File: src/rtl/obr_pkg.sv
package obr_pkg;
    parameter int DATA_W     = 8;
    parameter int NUM_OUTER  = 4;
    parameter int PRG_SLOTS  = 4;
    parameter int CHR_SLOTS  = 8;
    parameter int PRG_KEEP_W = 6;
    parameter int SIZE_W     = 4;
    parameter int LOCK_BIT   = 6;
    parameter int PAGE_BIT   = 4;
    localparam int PTR_W     = $clog2(NUM_OUTER);
    localparam int CHR_OUT_W = DATA_W + 1;
    localparam int REG_CHR_OFS  = 0;
    localparam int REG_PRG_OFS  = 1;
    localparam int REG_CHR_CTL  = 2;
    localparam int REG_PRG_CTL  = 3;
endpackage

File: src/rtl/obr_window_regs.sv
module obr_window_regs
    import obr_pkg::*;
#(
    parameter int DW = DATA_W,
    parameter int NR = NUM_OUTER,
    parameter int PW = PTR_W
) (
    input  logic                   clk,
    input  logic                   rst_n,
    input  logic [15:0]            cpu_addr,
    input  logic [DW-1:0]          cpu_data,
    input  logic                   cpu_we,
    output logic [NR-1:0][DW-1:0]  regs,
    output logic [PW-1:0]          ptr
);
    typedef struct packed {
        logic [NR-1:0][DW-1:0] regs;
        logic [PW-1:0]         ptr;
    } win_state_t;

    win_state_t st_d, st_q;
    logic       in_window;
    logic       locked;

    always_comb begin
        in_window = (cpu_addr[15:13] == 3'b011);
        locked    = st_q.regs[REG_PRG_CTL][LOCK_BIT];
        st_d      = st_q;
        if (cpu_we && in_window && !locked) begin
            st_d.regs[st_q.ptr] = cpu_data;
            st_d.ptr            = st_q.ptr + 1'b1;
        end
    end

    always_ff @(posedge clk or negedge rst_n) begin
        if (!rst_n) begin
            st_q <= '0;
        end else begin
            st_q <= st_d;
        end
    end

    assign regs = st_q.regs;
    assign ptr  = st_q.ptr;
endmodule

File: src/rtl/obr_prg_map.sv
module obr_prg_map
    import obr_pkg::*;
#(
    parameter int DW = DATA_W,
    parameter int NS = PRG_SLOTS,
    parameter int KW = PRG_KEEP_W
) (
    input  logic [NS-1:0][DW-1:0] inner,
    input  logic [DW-1:0]         clr_ctl,
    input  logic [DW-1:0]         or_ofs,
    output logic [NS-1:0][DW-1:0] final_bank
);
    logic [DW-1:0] keep;

    always_comb begin
        keep = '0;
        keep[KW-1:0] = ~clr_ctl[KW-1:0];
    end

    for (genvar s = 0; s < NS; s++) begin : g_slot
        always_comb begin
            final_bank[s] = (inner[s] & keep) | or_ofs;
        end
    end
endmodule

File: src/rtl/obr_chr_map.sv
module obr_chr_map
    import obr_pkg::*;
#(
    parameter int DW = DATA_W,
    parameter int NS = CHR_SLOTS,
    parameter int CW = SIZE_W,
    parameter int PB = PAGE_BIT
) (
    input  logic [NS-1:0][DW-1:0] inner,
    input  logic [DW-1:0]         size_ctl,
    input  logic [DW-1:0]         or_ofs,
    output logic [NS-1:0][DW:0]   final_bank
);
    localparam int SHW = CW;

    logic [DW:0]   wide_mask;
    logic [DW-1:0] and_mask;
    logic [SHW-1:0] shamt;
    logic [DW:0]   page_add;

    always_comb begin
        shamt     = {1'b0, size_ctl[CW-2:0]} + {{(SHW-1){1'b0}}, 1'b1};
        wide_mask = ({{DW{1'b0}}, 1'b1} << shamt) - {{DW{1'b0}}, 1'b1};
        and_mask  = size_ctl[CW-1] ? wide_mask[DW-1:0] : '0;
        page_add  = '0;
        page_add[DW] = size_ctl[PB];
    end

    for (genvar s = 0; s < NS; s++) begin : g_slot
        always_comb begin
            final_bank[s] = {1'b0, (inner[s] & and_mask) | or_ofs} + page_add;
        end
    end
endmodule

File: src/rtl/outer_bank_regfile.sv
module outer_bank_regfile
    import obr_pkg::*;
#(
    parameter int DW  = DATA_W,
    parameter int NPS = PRG_SLOTS,
    parameter int NCS = CHR_SLOTS
) (
    input  logic                   clk,
    input  logic                   rst_n,
    input  logic [15:0]            cpu_addr,
    input  logic [DW-1:0]          cpu_data,
    input  logic                   cpu_we,
    input  logic [NPS-1:0][DW-1:0] prg_inner,
    input  logic [NCS-1:0][DW-1:0] chr_inner,
    output logic [NPS-1:0][DW-1:0] prg_final,
    output logic [NCS-1:0][DW:0]   chr_final
);
    logic [NUM_OUTER-1:0][DW-1:0] outer_q;
    logic [PTR_W-1:0]             wptr_q;

    obr_window_regs #(.DW(DW), .NR(NUM_OUTER), .PW(PTR_W)) u_regs (
        .clk      (clk),
        .rst_n    (rst_n),
        .cpu_addr (cpu_addr),
        .cpu_data (cpu_data),
        .cpu_we   (cpu_we),
        .regs     (outer_q),
        .ptr      (wptr_q)
    );

    obr_prg_map #(.DW(DW), .NS(NPS), .KW(PRG_KEEP_W)) u_prg (
        .inner      (prg_inner),
        .clr_ctl    (outer_q[REG_PRG_CTL]),
        .or_ofs     (outer_q[REG_PRG_OFS]),
        .final_bank (prg_final)
    );

    obr_chr_map #(.DW(DW), .NS(NCS), .CW(SIZE_W), .PB(PAGE_BIT)) u_chr (
        .inner      (chr_inner),
        .size_ctl   (outer_q[REG_CHR_CTL]),
        .or_ofs     (outer_q[REG_CHR_OFS]),
        .final_bank (chr_final)
    );
endmodule

File: config.mk
export PLATFORM = sky130hd
export DESIGN_NAME = outer_bank_regfile
export DESIGN_NICKNAME = d
export VERILOG_FILES = /design/src/rtl/obr_pkg.sv /design/src/rtl/obr_window_regs.sv /design/src/rtl/obr_prg_map.sv /design/src/rtl/obr_chr_map.sv /design/src/rtl/outer_bank_regfile.sv
export SDC_FILE = /design/constraint.sdc
export NUM_CORES = 1
export LEC_CHECK = 0
export BUFFER_PORTS_ARGS = -buffer_cell sky130_fd_sc_hd__buf_2
export CORE_AREA = 2 2 88 90
export CTS_BUF_LIST = sky130_fd_sc_hd__clkbuf_8
export DETAILED_ROUTE_END_ITERATION = 8
export DIE_AREA = 0 0 90 92
export PLACE_DENSITY = 0.76
export SETUP_SLACK_MARGIN = 0.3
export SYNTH_ARGS = -nofsm -noshare
export SYNTH_HDL_FRONTEND = slang
export SYNTH_SLANG_ARGS = --single-unit
File: constraint.sdc
create_clock -name clk -period 1.5 [get_ports clk]
set_input_delay 0 -clock clk [delete_from_list [all_inputs] [get_ports clk]]
set_output_delay 0 -clock clk [all_outputs]
set_load 0.01 [all_outputs]
# Word level (Yosys, flattened, before mapping)
# Index checks and enable logic that the tools add are counted.
dict set report word_totals {
  out_inout_bits 104
  register_bits 34
}
dict set report op_classes {
  eq_ne 1
  n_shift 1
  muxes 4
  n_lt_le_gt_ge 2
  reduce_logical 4
  bitwise_logic 25
  addsub 11
}
# op count
set op_table {}
lappend op_table {{bitwise OR 8 bit} 12}
lappend op_table {{adder 8 x 9 -> 9 bit} 8}
lappend op_table {{AND 8 bit} 8}
lappend op_table {{AND 8 x 6 -> 8 bit} 4}
lappend op_table {{bitwise mux 32 bit} 1}
lappend op_table {{demux 8 bit (select 2 bit)} 1}
lappend op_table {{2-to-1 mux 8 bit} 2}
lappend op_table {{left shift 1 x 4 -> 8 bit (first input constant)} 1}
lappend op_table {{subtractor 8 x 1 -> 8 bit (second input constant)} 1}
lappend op_table {{inverter 6 bit} 1}
lappend op_table {{adder 3 x 1 -> 4 bit (second input constant)} 1}
lappend op_table {{== test 3 x 2 -> 1 bit (second input constant)} 1}
lappend op_table {{logical AND 1 bit} 3}
lappend op_table {{less-than comparator 2 x 3 -> 1 bit (second input constant)} 1}
lappend op_table {{adder 2 x 1 -> 2 bit (second input constant)} 1}
lappend op_table {{>= comparator 2 x 1 -> 1 bit (second input constant)} 1}
lappend op_table {{logical NOT 1 bit} 1}

# Longest topological paths before layout
dict set report depth {
  ltp_word 7
  depth_mapped 5
  depth_no_buf 5
}

# By module
# From an unflattened synthesis, not the netlist that was laid out.
dict set report unflattened {
  hier_cells 242
  area_unflattened_um2 2458.6
}
# module instances cells_per_inst seq_area_each_um2 area_each_um2
set modules_own_cells {}
lappend modules_own_cells {obr_window_regs 1 82 850.8 1375.1}
lappend modules_own_cells {obr_chr_map 1 122 0.0 820.8}
lappend modules_own_cells {obr_prg_map 1 38 0.0 262.8}

# Worst setup path before layout
# Ideal clock, no wire load.
dict set report synth_path {
  kind {reg-to-reg}
  from {reg u_regs.st_q, in the netlist u_regs.ptr[0]}
  to {reg u_regs.st_q, in the netlist u_regs.regs[0]}
  path_buffers 0
  arrival_time_ns 1.494
  path_slack_ns -0.119
  t_required_ns 1.375
  period_less_slack_ns 1.619
  path_stages_with_launch 6
  setup_time_ns 0.125
  path_cell_list {dfrtp_1 > inv_1 > ha_1 > inv_1 > nor4_4 > mux2_2}
}
dict set report synth_between {
  elab_chain_len 5
}
# item line
set synth_lines {}
lappend synth_lines {{from (decl)} obr_window_regs.sv:21} ;# win_state_t st_d, st_q;
lappend synth_lines {{from (signal assigned)} obr_window_regs.sv:39} ;# st_q <= st_d;
lappend synth_lines {{less-than comparator 2 x 3 -> 1 bit (not written as such) / >= comparator 2 x 1 -> 1 bit (equally long branches)} obr_window_regs.sv:30} ;# st_d.regs[st_q.ptr] = cpu_data;
lappend synth_lines {{logical AND 1 bit (not written as such)} obr_window_regs.sv:30}
lappend synth_lines {{2-to-1 mux 8 bit (not written as such)} obr_window_regs.sv:30}
lappend synth_lines {{demux 8 bit (select 2 bit) (*)} --}
lappend synth_lines {{bitwise mux 32 bit (*)} obr_window_regs.sv:30}
# Every way passes the cells marked *; elsewhere a longest branch is shown, timed or not.
# A chain may end at the register's enable or synchronous reset.

==> impl_metrics.toml <==
[outcome]
status = "finished, violations left"
violations = "setup timing"

[synthesis]
yosysSeqAreaShare = 0.3388
synth_warnings = 0
synth.avg_cell_area_um2 = 10.35
synth_area_leaders = "dfrtp_1, a21o_1, mux2_2"
synth_xor_area_frac = 0.003953
synth_top_area_frac = 0.3388
synth_fa_ha_area_frac = 0.02823
synth_most_common_cell = "a21o_1"
synthMuxAreaShare = 0.1423
synth-compound-area-share = 0.3162
synthesis.nets = 342
ys_types = 26
synthArstFlopShare = 1.000
ys_ff_latch = 30
synth_top_area_cell = "dfrtp_1"
synthSimpleGateAreaFrac = 0.07002
synth_edf_count = 0
yosys-top-cells-count = "a21o_1, dfrtp_1, mux2_2"
syn_area_um2 = 2216
synth_top_family_by_area = "compound AO/OA/AOI/OAI gates"
netlist_instances = 214
yosys_most_used_dff = "dfrtp_1"

[finish]
seq_area_um2 = 753.2
diodes = 0
multi_input_area_um2 = 1484
drive_above_1_share = 0.6918
final_design_area_no_fill_um2 = 3811
fin_nets = 554
fin_util = 0.5118
syn_to_final_growth_pct = 71.99
fillers = 691
fin_cells = 527

[worst_setup_path]
arrival_ps = 1870
worst_setup_path_end_kind = "output port"
rrSetupSlack_ps = -10
crit_path_max_fanout = 8
critPathKind = "reg2out"
r2r_end = "u_regs.regs[10]$_DFFE_PN0P_"
startpoint_type = "flop"
critPathRequiredTime_ps = 1500
reg2reg_depth = 5
r2r_start = "u_regs.ptr[1]$_DFFE_PN0P_"

[drt]
route.detailed.drc = 0
vias = 2410
viasPerCell = 4.573
drt-initial-drc-count = 68
antenna_left = 0
wl_per_cell_um = 13.68
wirelength_um = 7208
dr.pass1.iters = 4

[cts]
clock_latency_ps = 270
numCtsBuffers = 5
ctsRootBufferMaster = "clkbuf_8"
cts_tree = "yes"
clockBufferDepth = 2
cts.reportedPaths.clkPinSlew_ps = 60
htree_num_levels = 2
clock_sinks = 30

[timing]
drv_slew = 0
tns_ps = -13670
hold_viol_final = 0
fin_crit_ps = 1868
max_freq_mhz = 535.3
fin_crit_sh = 1.245
rsz0062_at_grt = "yes"
skew_ps = 5.095
finalSetupViolations = 62
fin_hold_ws_ps = 12.25
slew_headroom = 0.5352
final.setup.worst_slack_ps = -368.0
worst_pin_slew_ps = 697.2

[placed_design]
port_buffers = 205
dp_hpwl_um = 5653
place_inst = 507
place_area_um2 = 3391
gp_congestion = 0.6978
dp_slack_ps = -88.31

[floorplanning]
die_h_um = 92
rows = 32
die_width_um = 90
core-area_um2 = 7447
top_level_ports = 227
die-area_um2 = 8280
start_util = 0.2975

[global_route]
grt_max_degree = 31
grt_usage = 0.1641
overflow = 0
grt_pass1_wl_um = 11060
grt_pass1_vias = 2293
grt_antenna_before_repair = 0

[power_and_ir_drop]
p_leak_nw = 2.499
peakVddDrop_mv = 1.030
power_density_nw_per_um2 = 2032
power_mw = 7.744

[job]
maxCapViolCount = 0

[worst_hold_path]
hold_path.class = "in2reg"
min_from = "cpu_data[4]"
whs_path_depth = 2
whs_endpoint = "u_regs.regs[12]$_DFFE_PN0P_"
## routing by layer
metal  track usage  vias up  wire length [um]
li1              -     1167                 -
met1        0.1930     1128              2913
met2        0.2939      110              3716
met3       0.04191        5               530
met4       0.05000        0                47
met5             0        -                 0
## layout make-up
type / instances / share of cell area
flip-flops and latches: 30 / 0.1976
repair buffers: 235 / 0.3480
inverters: 10 / 0.009849
clock buffers: 6 / 0.02167
multi-input cells: 144 / 0.3894
well taps: 102 / 0.03349
## state kept, by name, summed over array words and instances (netlist names)
name,cells
u_regs.ptr,2
u_regs.regs,28
## cells in the final DEF, fill, tap and decap left out, types with 2 or more instances in the layout
master / count
buf_2: 202
a21o_1: 89
dfrtp_1: 28
mux2_4: 26
buf_6: 16
buf_4: 14
inv_1: 6
clkbuf_8: 6
ha_4: 5
inv_2: 4
dlygate4sd3_1: 3
nor2_4: 2
o21a_4: 2
nor2b_4: 2
nor4_4: 2
mux2_2: 2
nor4b_4: 2
dfrtp_2: 2
## how the worst max path moves through the flow
stage | from | end | cells after the start | slack (ps)
2_1_floorplan | u_regs.ptr[0]$_DFFE_PN0P_ | u_regs.regs[0]$_DFFE_PN0P_ | 5 | -60
3_3_place_gp | u_regs.regs[16]$_DFFE_PN0P_ | chr_final[13] | 6 | -50
3_5_place_dp | u_regs.regs[16]$_DFFE_PN0P_ | chr_final[40] | 6 | -90
4_1_cts | u_regs.regs[17]$_DFFE_PN0P_ | chr_final[13] | 6 | -360
5_1_grt | u_regs.regs[17]$_DFFE_PN0P_ | chr_final[4] | 6 | -440
6_report | u_regs.regs[17]$_DFFE_PN0P_ | chr_final[67] | 8 | -370
## what timing repair did
action,4_1_cts,5_1_grt
setup endpoints to repair,93,93
resized for setup,46,9
endpoints found under the hold margin,33,0
pin swaps,63,15
hold buffers,3,0
buffers inserted,7,4
## kinds of logic (layout without fill, tap and decap cells)
| family | after synthesis | in the layout |
|---|---|---|
| fa+ha+maj | 5 | 5 |
| buf+inv | 40 | 251 |
| other cells | 1 | 1 |
| simple gates | 16 | 16 |
| xor+xnor | 1 | 1 |
| flops | 30 | 30 |
| compound gates | 93 | 93 |
| mux | 28 | 28 |
## where the power goes
| group | switching, mW | total (mW) | internal, mW |
|---|---|---|---|
| Sequential | 0.590 | 1.78 | 1.19 |
| Combinational | 2.37 | 5.33 | 2.96 |
| Clock | 0.280 | 0.634 | 0.353 |
| Total | 3.24 | 7.74 | 4.50 |
## worst max-delay path, cell delays in order, from the launching register on
cell and delay (ps):
dfrtp_1 390, buf_4 140, buf_6 100, buf_6 100, buf_6 120, and2_4 140, a32o_2 290, a21o_1 190
buf_2 130
Power figures use the tool's default switching activity.
